### src/rtl/dual_chan_outmux.sv
module dual_chan_outmux #(
  parameter int W     = 10,
  parameter int I_DLY = 14,
  parameter int Q_DLY = 15
) (
  input  logic         clk,
  input  logic         rst,
  input  logic [W-1:0] i_word,
  input  logic [W-1:0] q_word,
  input  logic         sel,
  input  logic         oe_n,
  output logic         half_hi,
  output logic [W-1:0] bus_data,
  output logic         bus_drive,
  output logic         bus_valid
);

  localparam int IL = I_DLY - 1;
  localparam int QL = Q_DLY - 1;
  localparam int CW = $clog2(Q_DLY + 1);

  logic [W-1:0]  i_hold, q_hold;
  logic [W-1:0]  i_line [IL];
  logic [W-1:0]  q_line [QL];
  logic [W-1:0]  bus_q;
  logic [CW-1:0] cnt;
  logic          valid_q;

  always_ff @(posedge clk) begin
    if (rst) begin
      half_hi <= 1'b0;
      i_hold  <= '0;
      q_hold  <= '0;
      cnt     <= '0;
      bus_q   <= '0;
      valid_q <= 1'b0;
      for (int k = 0; k < IL; k++) i_line[k] <= '0;
      for (int k = 0; k < QL; k++) q_line[k] <= '0;
    end else begin
      half_hi <= ~half_hi;
      if (!half_hi) begin
        i_hold <= i_word;
        q_hold <= q_word;
      end
      i_line[0] <= i_hold;
      for (int k = 1; k < IL; k++) i_line[k] <= i_line[k-1];
      q_line[0] <= q_hold;
      for (int k = 1; k < QL; k++) q_line[k] <= q_line[k-1];
      if (cnt != CW'(Q_DLY)) cnt <= cnt + 1'b1;
      bus_q   <= sel ? i_line[IL-1] : q_line[QL-1];
      valid_q <= sel ? (cnt >= CW'(I_DLY)) : (cnt >= CW'(Q_DLY));
    end
  end

  assign bus_drive = ~oe_n;
  assign bus_data  = bus_drive ? bus_q : '0;
  assign bus_valid = valid_q;

  p_phase_lo_r1: assert property (@(posedge clk) disable iff (rst)
    !half_hi |=> half_hi);
  p_phase_hi_r1: assert property (@(posedge clk) disable iff (rst)
    half_hi |=> !half_hi);
  p_hold_r1: assert property (@(posedge clk) disable iff (rst)
    half_hi |=> ($stable(i_hold) && $stable(q_hold)));
  p_valid_early_r10: assert property (@(posedge clk) disable iff (rst)
    (cnt < CW'(I_DLY)) |=> !bus_valid);
  p_cnt_sat_r10: assert property (@(posedge clk) disable iff (rst)
    (cnt == CW'(Q_DLY)) |=> (cnt == CW'(Q_DLY)));
  p_reset_clear_r9: assert property (@(posedge clk) disable iff (rst)
    $fell(rst) |-> (bus_q == '0 && !bus_valid));

endmodule

### config.mk
export PLATFORM = sky130hd
export DESIGN_NAME = dual_chan_outmux
export DESIGN_NICKNAME = d
export VERILOG_FILES = /design/src/rtl/dual_chan_outmux.sv
export SDC_FILE = /design/constraint.sdc
export NUM_CORES = 1
export LEC_CHECK = 0
export ABC_AREA = 1
export BUFFER_PORTS_ARGS = -buffer_cell sky130_fd_sc_hd__buf_2
export CORE_ASPECT_RATIO = 0.8
export CORE_MARGIN = 2
export CORE_UTILIZATION = 35
export DETAILED_ROUTE_END_ITERATION = 10
export GPL_ROUTABILITY_DRIVEN = 0
export SLEW_MARGIN = 25
export SYNTH_ARGS = -nofsm -noshare
export SYNTH_HDL_FRONTEND = slang
export SYNTH_SLANG_ARGS = --single-unit
### constraint.sdc
create_clock -name clk -period 1.4 [get_ports clk]
set_clock_uncertainty 0.2 [all_clocks]
set_input_delay 0.14 -clock clk [delete_from_list [all_inputs] [get_ports clk]]
set_output_delay 0.14 -clock clk [all_outputs]
set_load 0.02 [all_outputs]
# Word-level counts from Yosys, hierarchy flattened
# Memory sizes are Yosys's and may differ from the RTL's.
# Cells that the tools add are included.
[op_classes]
add_sub_neg = 1
order_cmp = 2
n_eq_ne = 1
muxes = 33
bitwise = 29
[op_table]
columns = ["op", "n"]
rows = [
  ["two-way mux 10 bit", 29],
  ["OR 1 bit", 27],
  ["greater-or-equal comparator 4 bit (second input constant)", 2],
  ["adder 4 x 1 -> 4 bit (second input constant)", 1],
  ["two-way mux 1 bit", 4],
  ["!= test 4 bit (second input constant)", 1],
  ["inverter 1 bit", 2],
]
[totals]
reg_bits = 36
ram_bits = 270
in_bits = 24
memories = 2
[memory_table]
columns = ["name", "words", "word_bits", "rd", "rd_ports_with_merged_regs", "wr", "line_no", "rtl"]
rows = [
  ["q_line", 14, 10, 14, 0, 14, "24", "logic [W-1:0] q_line [QL];"],
  ["i_line", 13, 10, 13, 0, 13, "23", "logic [W-1:0] i_line [IL];"],
]

# Longest topological paths before layout
[depth]
depth_word = 3
depth_mapped = 6

# Worst setup path after synthesis
# OpenSTA, ideal clock, no wires.
[synth_timing]
kind = "reg2reg"
start = "register half_hi"
end = "register i_hold[0]"
setup_time_ps = 113
arrival_ps = 857
required_time_ps = 1087
setup_slack_ps = 229
stages_incl_launch_ff = 5
path_buffers = 1
period_less_slack_ps = 1171
cell_sequence = "dfxtp_1 -> nor2_1 -> buf_2 -> nor2_1 -> nor2_1"
[synth_lines]
columns = ["item", "line_no", "rtl"]
rows = [
  ["start, declared", "12", "output logic half_hi,"],
  ["start signal, assigned", "40", "half_hi <= ~half_hi;"],
  ["end signal, assigned", "42", "i_hold <= i_word;"],
  ["end, declared", "22", "logic [W-1:0] i_hold, q_hold;"],
]

# Worst setup path after layout
[layout_timing]
start = "register bus_q[7]"
end = "output port bus_data[7]"
[layout_between]
elab_chain_len = 1
[layout_lines]
columns = ["item", "line_no", "rtl"]
rows = [
  ["start, declared", "25", "logic [W-1:0] bus_q;"],
  ["start signal, assigned", "50", "bus_q <= sel ? i_line[IL-1] : q_line[QL-1];"],
  ["two-way mux 10 bit", "56", "assign bus_data = bus_drive ? bus_q : '0;"],
  ["end, declared", "13", "output logic [W-1:0] bus_data,"],
]
# Every way passes these cells.

==> impl_metrics.py <==
metrics = {
    "floorplan": {
        "die_y_microns": 149,
        "start_util_pct": 35.4,
        "die_x_microns": 186,
        "ioPinCount": 37,
        "coreArea_sq_um": 26100,
        "std_cell_rows": 53,
        "fp.dieArea_sq_um": 27700,
    },
    "global_routing": {
        "grt_pass1_vias": 4461,
        "grt-ovfl-total": 0,
        "antenna_found_initial": 0,
        "grtUsageTotal_pct": 8.02,
        "grt_max_degree": 77,
        "grt_pass1_wl_microns": 18800,
    },
    "setup_path": {
        "cpMaxStageDelayCell": "dfxtp_1",
        "crit_family": "flip-flops",
        "slowest_delay_ps": 310,
        "critical_path_class": "flip-flop to output port",
        "worst_ep_required_time_ps": 1060,
        "crit_buf_inv": 2,
        "critPathLaunchType": "flip-flop",
        "arrival_ps": 1100,
        "crit_path_cell_trace": "inv_1 -> nor2_1 -> buf_4",
        "end_kind": "output port",
        "cp_max_fo": 1,
    },
    "placed_design": {
        "placedCellCount": 1393,
        "port_buffers": 36,
        "hpwl_microns": 5660,
        "pre_cts_ws_ps": 119,
    },
    "power": {
        "pwr-share-comb_pct": 3.2,
        "internal_power_w": 0.0140,
        "p_leak_nw": 4.37,
        "switching_share_pct": 19.5,
        "clkPwrFrac_pct": 45.4,
        "power_per_cell_area_nw_per_um2": 1600,
        "pwr-share-seq_pct": 51.4,
        "switchingPower_w": 0.00338,
        "ir_drop_v": 0.000892,
    },
    "detailed_routing": {
        "drt-total-wl_microns": 10500,
        "drc": 0,
        "num_vias": 5095,
        "top_layer": "met4",
        "vias_per_cell": 3.48,
        "met3_length_microns": 544,
        "met1_length_microns": 5210,
        "dr_wl_met2_microns": 4550,
        "first_pass_iters": 3,
        "post_drt_wl_per_cell_microns": 7.20,
        "ant_nets": 0,
        "drtIter0Drc": 157,
    },
    "clock_network": {
        "root_buffer": "clkbuf_16",
        "insertion_delay_ps": 510,
        "clockBufferDepth": 3,
        "cts_buffers": 26,
        "h-tree-depth": 1,
        "clkTransAtPathRegs_ps": 70,
        "cts_tree": "yes",
        "numClockSinks": 306,
    },
    "sta": {
        "finalHoldViolCount": 0,
        "fin_setup_tns_ps": -241,
        "worst_pin_slew_ps": 344,
        "slew_viol_final": 0,
        "slew_headroom_pct": 77.0,
        "rsz0062_at_grt": "true",
        "setup-violations-final": 10,
        "finalCritPeriodShare_pct": 103,
        "final.min_clock_period_ps": 1440,
        "setup_slack_ps": -38.8,
        "max_freq_ghz": 0.695,
    },
    "synth": {
        "synthTopCellsByCount": "nor2_1, dfxtp_1, inv_1",
        "synthFlopType": "dfxtp_1",
        "avgSynthCellArea_sq_um": 9.00,
        "synth_top_area_cell": "dfxtp_1",
        "yosysUniqueCellTypes": 16,
        "synthCells": 1026,
        "ys_ff_latch": 306,
        "syn_nets": 1052,
        "seq_area_frac_synth_pct": 66.3,
        "synth_area_sq_um": 9240,
        "synth_most_common_cell": "nor2_1",
        "synth_edf_count": 0,
        "synth_top_area_share_pct": 66.3,
        "synth_area_leaders": "dfxtp_1, nor2_1, inv_1",
        "synthArstFlopShare_pct": 0,
        "ys_warn_count": 0,
    },
    "final_layout": {
        "n_antenna_cell": 0,
        "layout-drive-gt1-share_pct": 11.0,
        "nets": 1113,
        "seq_area_sq_um": 6140,
        "multiInputGateArea_sq_um": 1620,
        "fill_cells": 2571,
        "instances_no_fill": 1464,
        "area_growth_pct": 17.1,
    },
    "outcome": {
        "status": "finished, violations left",
        "violations": "negative setup slack",
    },
    "worst_hold_path": {
        "hold_path_class": "input pin to flip-flop",
    },
    "run": {
        "drv_cap": 0,
    },
}
==> area by class of cell <==
cell class	instances	area share (%)
Multi-Input combinational cell	398	15.0
Timing Repair Buffer	70	5.23
Clock buffer	34	6.95
Clock inverter	14	2.06
Sequential cell	306	56.7
Inverter	285	9.89
Tap cell	357	4.13
==> registers in the layout, indices dropped and copies added (netlist names) <==
signal / cells
q_line: 140
q_hold: 10
half_hi: 1
i_line: 130
bus_valid: 1
i_hold: 10
cnt: 4
bus_q: 10
==> power groups by stage <==
stage	sequential, W	combinational, W	clock [W]
after floorplan	0.00911	0.000457	0
after global placement	0.00911	0.000497	0
after detailed placement	0.00912	0.000505	0
after CTS	0.00892	0.000571	0.00814
after global routing	0.00893	0.000647	0.00851
final	0.00892	0.000557	0.00788
==> placed cells by master (no fill, tap or decap) <==
cell type,synthesis,layout
nor2_1,358,358
dfxtp_1,306,298
inv_1,284,279
clkbuf_16,0,27
buf_2,3,25
dlygate4sd3_1,0,22
buf_4,1,18
o21ai_0,12,12
nor2_4,11,11
nand2_1,10,10
dfxtp_2,0,7
clkinv_2,0,7
bufinv_16,0,6
clkbuf_8,14,6
inv_2,0,5
nor2_2,3,3
buf_12,2,3
nand3_1,2,2
clkbuf_1,3,2
clkinv_1,1,1
ha_1,2,1
ha_2,0,1
clkinvlp_4,0,1
dfxtp_4,0,1
buf_6,14,1
==> metrics by stage <==
step,total power [W],hold slack (ps),util [%],instance area [sq um]
6_report,0.0174,173,41.4,10800
5_1_grt,0.0181,169,41.4,10800
4_1_cts,0.0176,152,41.4,10800
3_5_place_dp,0.00962,162,36.6,9570
3_3_place_gp,0.00961,155,36.6,9570
2_1_floorplan,0.00957,69.4,-,9240
==> worst register-to-register path, delay by kind of cell, from the launching register on <==
family	cells	cell delay (ps)
and+or+nand+nor	4	390
DFF	1	370
adders and majority gates	1	210
==> routing by layer <==
| metal | vias up | global-route usage, % |
|---|---|---|
| met5 | - | 0 |
| met4 | 0 | 2.80 |
| met2 | 72 | 13.8 |
| li1 | 2935 | - |
| met1 | 2070 | 9.44 |
| met3 | 18 | 2.54 |
==> kinds of logic (layout without fill, tap and decap cells) <==
group	after synthesis	in the layout	share of synthesized area [%]
compound gates	12	12	0.650
fa+ha+maj	2	2	0.271
simple gates	384	384	16.6
flops	306	306	66.3
buf+inv	322	403	16.2
==> timing repair <==
item,in CTS,in global routing
hold endpoints to repair,54,0
pin swaps,4,5
buffers inserted,1,0
setup endpoints to repair,11,13
hold buffers,22,0
cloned,1,0
gates resized for setup,16,12
==> final timing paths <==
path | depth (start not counted) | endpoint | slack [ps] | from
min reg2reg | 2 | q_line[0][65] | 190 | q_line[0][55]
max | 3 | bus_data[7] | -40 | bus_q[7]
min | 4 | i_hold[3] | 170 | i_word[3]
max reg2reg | 5 | cnt[0] | 160 | cnt[1]
No activity file was read; power rests on OpenSTA's default activity.
